File: src/rtl/dmt_pkg.sv
package dmt_pkg;
  localparam int LANES = 2;

  typedef struct packed {
    logic hi_pri;
    logic req_on;
    logic wide;
  } dmt_cfg_t;
endpackage

File: src/rtl/dmt_lanes.sv
module dmt_lanes #(
  parameter int LANES  = 2,
  parameter int BYTE_W = 8
) (
  input  logic                         clk,
  input  logic                         rst_n,
  input  logic                         cnt_en,
  input  logic                         wide,
  input  logic [LANES-1:0]             wr_lane,
  input  logic [BYTE_W-1:0]            wr_data,
  output logic [LANES-1:0][BYTE_W-1:0] cnt,
  output logic                         wrap
);
  logic             step;
  logic [LANES-1:0] full;
  logic [LANES-1:0] carry;

  assign step = cnt_en & ~(|wr_lane);

  for (genvar g = 0; g < LANES; g++) begin : g_lane
    assign full[g] = &cnt[g];
    if (g == 0) begin : g_first
      assign carry[g] = step;
    end else begin : g_rest
      assign carry[g] = carry[g-1] & full[g-1] & wide;
    end

    always_ff @(posedge clk or negedge rst_n) begin
      if (!rst_n)          cnt[g] <= '0;
      else if (wr_lane[g]) cnt[g] <= wr_data;
      else if (carry[g])   cnt[g] <= cnt[g] + 1'b1;
    end
  end

  assign wrap = step & (wide ? (&full) : full[0]);

  // frozen when idle
  assert_hold_R5: assert property (@(posedge clk) disable iff (!rst_n)
    (!cnt_en && wr_lane == '0) |=> $stable(cnt));
  // upper lane untouched in narrow mode
  assert_narrow_hi_R2: assert property (@(posedge clk) disable iff (!rst_n)
    (!wide && !wr_lane[LANES-1]) |=> $stable(cnt[LANES-1]));
  // load takes the written byte
  assert_load_lo_R6: assert property (@(posedge clk) disable iff (!rst_n)
    wr_lane[0] |=> cnt[0] == $past(wr_data));
endmodule

File: src/rtl/dmt_flag.sv
module dmt_flag (
  input  logic clk,
  input  logic rst_n,
  input  logic set,
  input  logic clr,
  output logic flag
);
  always_ff @(posedge clk or negedge rst_n) begin
    if (!rst_n)   flag <= 1'b0;
    else if (set) flag <= 1'b1;
    else if (clr) flag <= 1'b0;
  end

  // set wins over clear, clear alone drops the flag
  assert_set_wins_R7: assert property (@(posedge clk) disable iff (!rst_n)
    set |=> flag);
  assert_clear_R7: assert property (@(posedge clk) disable iff (!rst_n)
    (clr && !set) |=> !flag);
  assert_sticky_R7: assert property (@(posedge clk) disable iff (!rst_n)
    (flag && !clr) |=> flag);
endmodule

File: src/rtl/dmt_route.sv
module dmt_route (
  input  logic clk,
  input  logic rst_n,
  input  logic flag,
  input  logic req_on,
  input  logic hi_pri,
  output logic irq_hi,
  output logic irq_lo
);
  logic live;
  assign live   = flag & req_on;
  assign irq_hi = live & hi_pri;
  assign irq_lo = live & ~hi_pri;

  // never both requests
  assert_one_req_R9: assert property (@(posedge clk) disable iff (!rst_n)
    $onehot0({irq_hi, irq_lo}));
  // no request without enable
  assert_gate_R8: assert property (@(posedge clk) disable iff (!rst_n)
    !req_on |-> !(irq_hi || irq_lo));
endmodule

File: src/rtl/dual_mode_timer.sv
module dual_mode_timer #(
  parameter int BYTE_W = 8
) (
  input  logic              clk,
  input  logic              rst_n,
  input  logic              cnt_en,
  input  logic              cfg_wr,
  input  logic [2:0]        cfg_data,
  input  logic              wr_lo,
  input  logic              wr_hi,
  input  logic [BYTE_W-1:0] wr_data,
  input  logic              flag_clr,
  output logic [BYTE_W-1:0] count_lo,
  output logic [BYTE_W-1:0] count_hi,
  output logic              ovf_flag,
  output logic              irq_hi,
  output logic              irq_lo
);
  import dmt_pkg::*;

  dmt_cfg_t                          cfg;
  logic [LANES-1:0][BYTE_W-1:0]      cnt;
  logic                              wrap;

  always_ff @(posedge clk or negedge rst_n) begin
    if (!rst_n)      cfg <= '0;
    else if (cfg_wr) cfg <= dmt_cfg_t'(cfg_data);
  end

  dmt_lanes #(.LANES(LANES), .BYTE_W(BYTE_W)) u_lanes (
    .clk     (clk),
    .rst_n   (rst_n),
    .cnt_en  (cnt_en),
    .wide    (cfg.wide),
    .wr_lane ({wr_hi, wr_lo}),
    .wr_data (wr_data),
    .cnt     (cnt),
    .wrap    (wrap)
  );

  dmt_flag u_flag (
    .clk   (clk),
    .rst_n (rst_n),
    .set   (wrap),
    .clr   (flag_clr),
    .flag  (ovf_flag)
  );

  dmt_route u_route (
    .clk    (clk),
    .rst_n  (rst_n),
    .flag   (ovf_flag),
    .req_on (cfg.req_on),
    .hi_pri (cfg.hi_pri),
    .irq_hi (irq_hi),
    .irq_lo (irq_lo)
  );

  assign count_lo = cnt[0];
  assign count_hi = cnt[LANES-1];

  // narrow wrap raises the flag
  assert_narrow_wrap_R3: assert property (@(posedge clk) disable iff (!rst_n)
    (!cfg.wide && cnt_en && !wr_lo && !wr_hi && (&count_lo)) |=> (ovf_flag && count_lo == '0));
  // wide carry without flag unless full pair
  assert_wide_carry_R4: assert property (@(posedge clk) disable iff (!rst_n)
    (cfg.wide && cnt_en && !wr_lo && !wr_hi && (&count_lo) && !(&count_hi))
      |=> (count_hi == $past(count_hi) + 1'b1));
  // write cycle never overflows
  assert_no_ovf_on_write_R6: assert property (@(posedge clk) disable iff (!rst_n)
    ((wr_lo || wr_hi) && !ovf_flag) |=> !ovf_flag);
endmodule

File: config.mk
export PLATFORM = sky130hd
export DESIGN_NAME = dual_mode_timer
export DESIGN_NICKNAME = d
export VERILOG_FILES = /design/src/rtl/dmt_pkg.sv /design/src/rtl/dmt_lanes.sv /design/src/rtl/dmt_flag.sv /design/src/rtl/dmt_route.sv /design/src/rtl/dual_mode_timer.sv
export SDC_FILE = /design/constraint.sdc
export NUM_CORES = 1
export LEC_CHECK = 0
export ABC_AREA = 1
export BUFFER_PORTS_ARGS = -buffer_cell sky130_fd_sc_hd__buf_2
export CAP_MARGIN = 20
export CORE_MARGIN = 1
export CORE_UTILIZATION = 35
export CTS_CLUSTER_DIAMETER = 150
export DETAILED_ROUTE_END_ITERATION = 10
export GPL_TIMING_DRIVEN = 0
export SETUP_SLACK_MARGIN = 0.1
export SLEW_MARGIN = 20
export SYNTH_ARGS = -nofsm -noshare
export SYNTH_HDL_FRONTEND = slang
export SYNTH_HIERARCHICAL = 1
export SYNTH_SLANG_ARGS = --single-unit
File: constraint.sdc
create_clock -name clk -period 1.8 [get_ports clk]
set_input_delay 0.18 -clock clk [delete_from_list [all_inputs] [get_ports clk]]
set_output_delay 0.18 -clock clk [all_outputs]
set_load 0.01 [all_outputs]
==> results.json <==
{
  "yosys.cell_types.count": 28,
  "dp_hpwl_um": 2140,
  "cp_top_family": "simple AND/OR/NAND/NOR gates",
  "drt_iter0_drc": 37,
  "synth.avg_cell_area_sq_um": 7.44,
  "die_x_um": 61.4,
  "postSynthCellCount": 166,
  "die_area_sq_um": 3770,
  "syn-num-nets": 186,
  "worstPathRequired_ns": 1.98,
  "clkTransAtPathRegs_ns": 0.12,
  "ff_latch_area_sq_um": 500,
  "synth-seq-area-share_pct": 40.5,
  "ctsResizeCount": 0,
  "grt_overflow": 0,
  "arrival_ns": 1.60,
  "pwr-share-clk_pct": 20.5,
  "drive_gt1_share_pct": 24.9,
  "cts.sink_count": 20,
  "track_usage_pct": 16.8,
  "final-instance-count-excl-fill": 251,
  "finalMaxSlewViolations": 0,
  "p_leak_nw": 0.790,
  "worstSetupEndpointType": "register",
  "post-cts-setup-buffer-count": 0,
  "drcViolationCount": 0,
  "finalSetupTns_ns": 0,
  "max_slew.worst_pin.slew_ns": 0.463,
  "viasPerCell": 4.73,
  "setup_ws_ns": 0.377,
  "routed_wirelength_um": 2760,
  "p_seq_share_pct": 54.2,
  "dp.cells": 247,
  "cts_tree": "done",
  "grt_pass1_vias": 1018,
  "timing.fmax_ghz": 0.703,
  "grt_pass1_wl_um": 4630,
  "clock_path_buffers": 2,
  "firstDrtPassIters": 4,
  "synth_area_sq_um": 1230,
  "powerDensity_nw_per_um2": 682,
  "clk_latency_ns": 0.29,
  "utilization_pct": 44.6,
  "switchingPower_uw": 340,
  "setup_viol": 0,
  "die_y_um": 61.4,
  "slowest_delay_ns": 0.43,
  "p_total_mw": 1.02,
  "grt_max_degree": 21,
  "h-tree-depth": 1,
  "start_util_pct": 36.7,
  "cts_buffers": 3,
  "rsz0062_at_grt": "false",
  "ir_worst_vdd_mv": 0.270,
  "cp_cell_sequence": "ha_1 -> nand3_2 -> nor2_4 -> nand3_4 -> nand3_1 -> nand3_1",
  "ios": 37,
  "critPathLaunchType": "register",
  "p_int_uw": 684,
  "diodes": 0,
  "io_buffers": 35,
  "post-place-ws_ns": 0.379,
  "row_count": 21,
  "critical_path_buf_inv_count": 0,
  "nets": 227,
  "multi_input_area_sq_um": 658,
  "max_slew_margin_pct": 69.2,
  "ys_seq_elements": 20,
  "cts_root_buffer": "clkbuf_4",
  "vias": 1187,
  "comb_power_share_pct": 25.3,
  "antenna_found_initial": 0,
  "period_share_pct": 79.0,
  "fin_skew_ns": 0.0110,
  "nFillCells": 399,
  "crit_fanout": 9,
  "maxCapViolCount": 0,
  "criticalPathCategory": "reg2reg",
  "critPathSlowestCell": "dfrtp_1",
  "hold_viol": 0,
  "syn_to_final_growth_pct": 21.5,
  "period_needed_ns": 1.42,
  "path_common_cell": "nand3_1",
  "yosys_warnings": 6,
  "netSwitchingFraction_pct": 33.2,
  "wl_per_cell_um": 11.0,
  "core-area_sq_um": 3360,
  "place_congestion": 0.772,
  "final_antenna_net_count": 0,
  "outcome": "completed",
  "hold_path_class": "in2reg"
}
-- Yosys cell counts --
library cell	n	area, sq um
a211oi_1	1	7.51
a21oi_1	3	15.0
a22oi_1	3	22.5
buf_2	1	5.00
buf_4	1	7.51
buf_6	1	11.3
dfrtp_1	20	500
ha_1	2	25.0
inv_1	13	48.8
inv_2	1	3.75
nand2_1	63	236
nand2_2	1	6.26
nand2_4	2	22.5
nand3_1	21	105
nand3_2	1	10.0
nand3_4	1	17.5
nand3b_1	2	15.0
nand4_1	1	6.26
nor2_1	11	41.3
nor2_4	4	45.0
nor3_1	2	10.0
o211ai_1	2	15.0
o21ai_0	3	15.0
o21ai_1	1	5.00
o21bai_1	1	7.51
o22ai_1	2	12.5
xnor2_1	1	8.76
xor2_1	1	8.76
-- logic make-up after synthesis --
kind of cell	share of synthesized area, %
DFF	40.5
xor gates and xnor gates	1.42
AOI/OAI and AO/OA	8.10
buffers and inverters	6.18
adders and majority gates	2.03
and+or+nand+nor	41.7
-- state kept, by name (all words and copies together), names as in the netlist --
| register | cells |
|---|---|
| cfg | 3 |
| u_flag/flag | 1 |
| u_lanes/cnt | 16 |
-- power groups by stage --
stage	combinational, mW	clock (mW)	sequential (mW)
5_1_grt	0.297	0.235	0.565
4_1_cts	0.263	0.222	0.555
6_report	0.259	0.210	0.554
3_3_place_gp	0.258	0	0.565
3_5_place_dp	0.260	0	0.563
2_1_floorplan	0.142	0	0.574
-- per-layer routing --
metal | global-route usage (%) | routed length, um
met2 | 25.8 | 1220
met5 | 0 | 0
met4 | 5.71 | 15
met3 | 2.10 | 144
met1 | 24.6 | 1380
-- repair_timing --
item / CTS / global route
hold buffers: 1 / 0
endpoints found under the hold margin: 20 / 0
endpoints found under the setup margin: 0 / 0
-- worst register-to-register path, cell delays in order (launching register included) --
cell and delay, ns:
dfrtp_1 0.43, ha_1 0.29, nand3_2 0.12, nor2_4 0.16, nand3_4 0.16, nand3_1 0.10, nand3_1 0.06
-- metrics by stage --
step | hold WS, ns | cell area, sq um
2_1_floorplan | -0.116 | 1230
3_3_place_gp | 0.167 | 1470
3_5_place_dp | 0.167 | 1470
4_1_cts | 0.0677 | 1500
5_1_grt | 0.0866 | 1500
6_report | 0.0705 | 1500
-- final timing paths --
check / slack, ns / startpoint / to / cells past startpoint
worst max-delay path: 0.38 / u_lanes/cnt[0] / u_lanes/cnt[10] / 6
max in group asynchronous: 1.12 / rst_n / u_lanes/cnt[10] / 2
worst max register to register: 0.38 / u_lanes/cnt[0] / u_lanes/cnt[10] / 6
min in group asynchronous: 0.35 / rst_n / u_lanes/cnt[14] / 2
worst min-delay path: 0.07 / cfg_data[2] / cfg[2] / 3
worst min register to register: 0.49 / cfg[1] / cfg[1] / 2
-- cell usage in the layout, fill, tap and decap left out, drive strengths merged --
cell type	synthesis	final
o21ai	4	4
o211ai	2	2
dfrtp	20	20
nor2	15	15
nor3	2	2
a22oi	3	3
xnor2	1	1
nand3	23	23
o22ai	2	2
nand4	1	1
a21oi	3	3
xor2	1	1
nand2	66	66
inv	14	14
dlygate4sd3	0	1
o21bai	1	1
a211oi	1	1
buf	3	38
clkbuf	0	3
ha	2	2
nand3b	2	2
-- cell type report --
| type | count | share of cell area [%] |
|---|---|---|
| plain buffers | 3 | 1.58 |
| clock buffers | 3 | 1.50 |
| inverters | 14 | 3.50 |
| multi-input cells | 129 | 43.9 |
| flip-flops and latches | 20 | 33.4 |
| well taps | 46 | 3.84 |
| repair buffers | 36 | 12.3 |
Note: power is estimated with default switching activity, not from simulation.
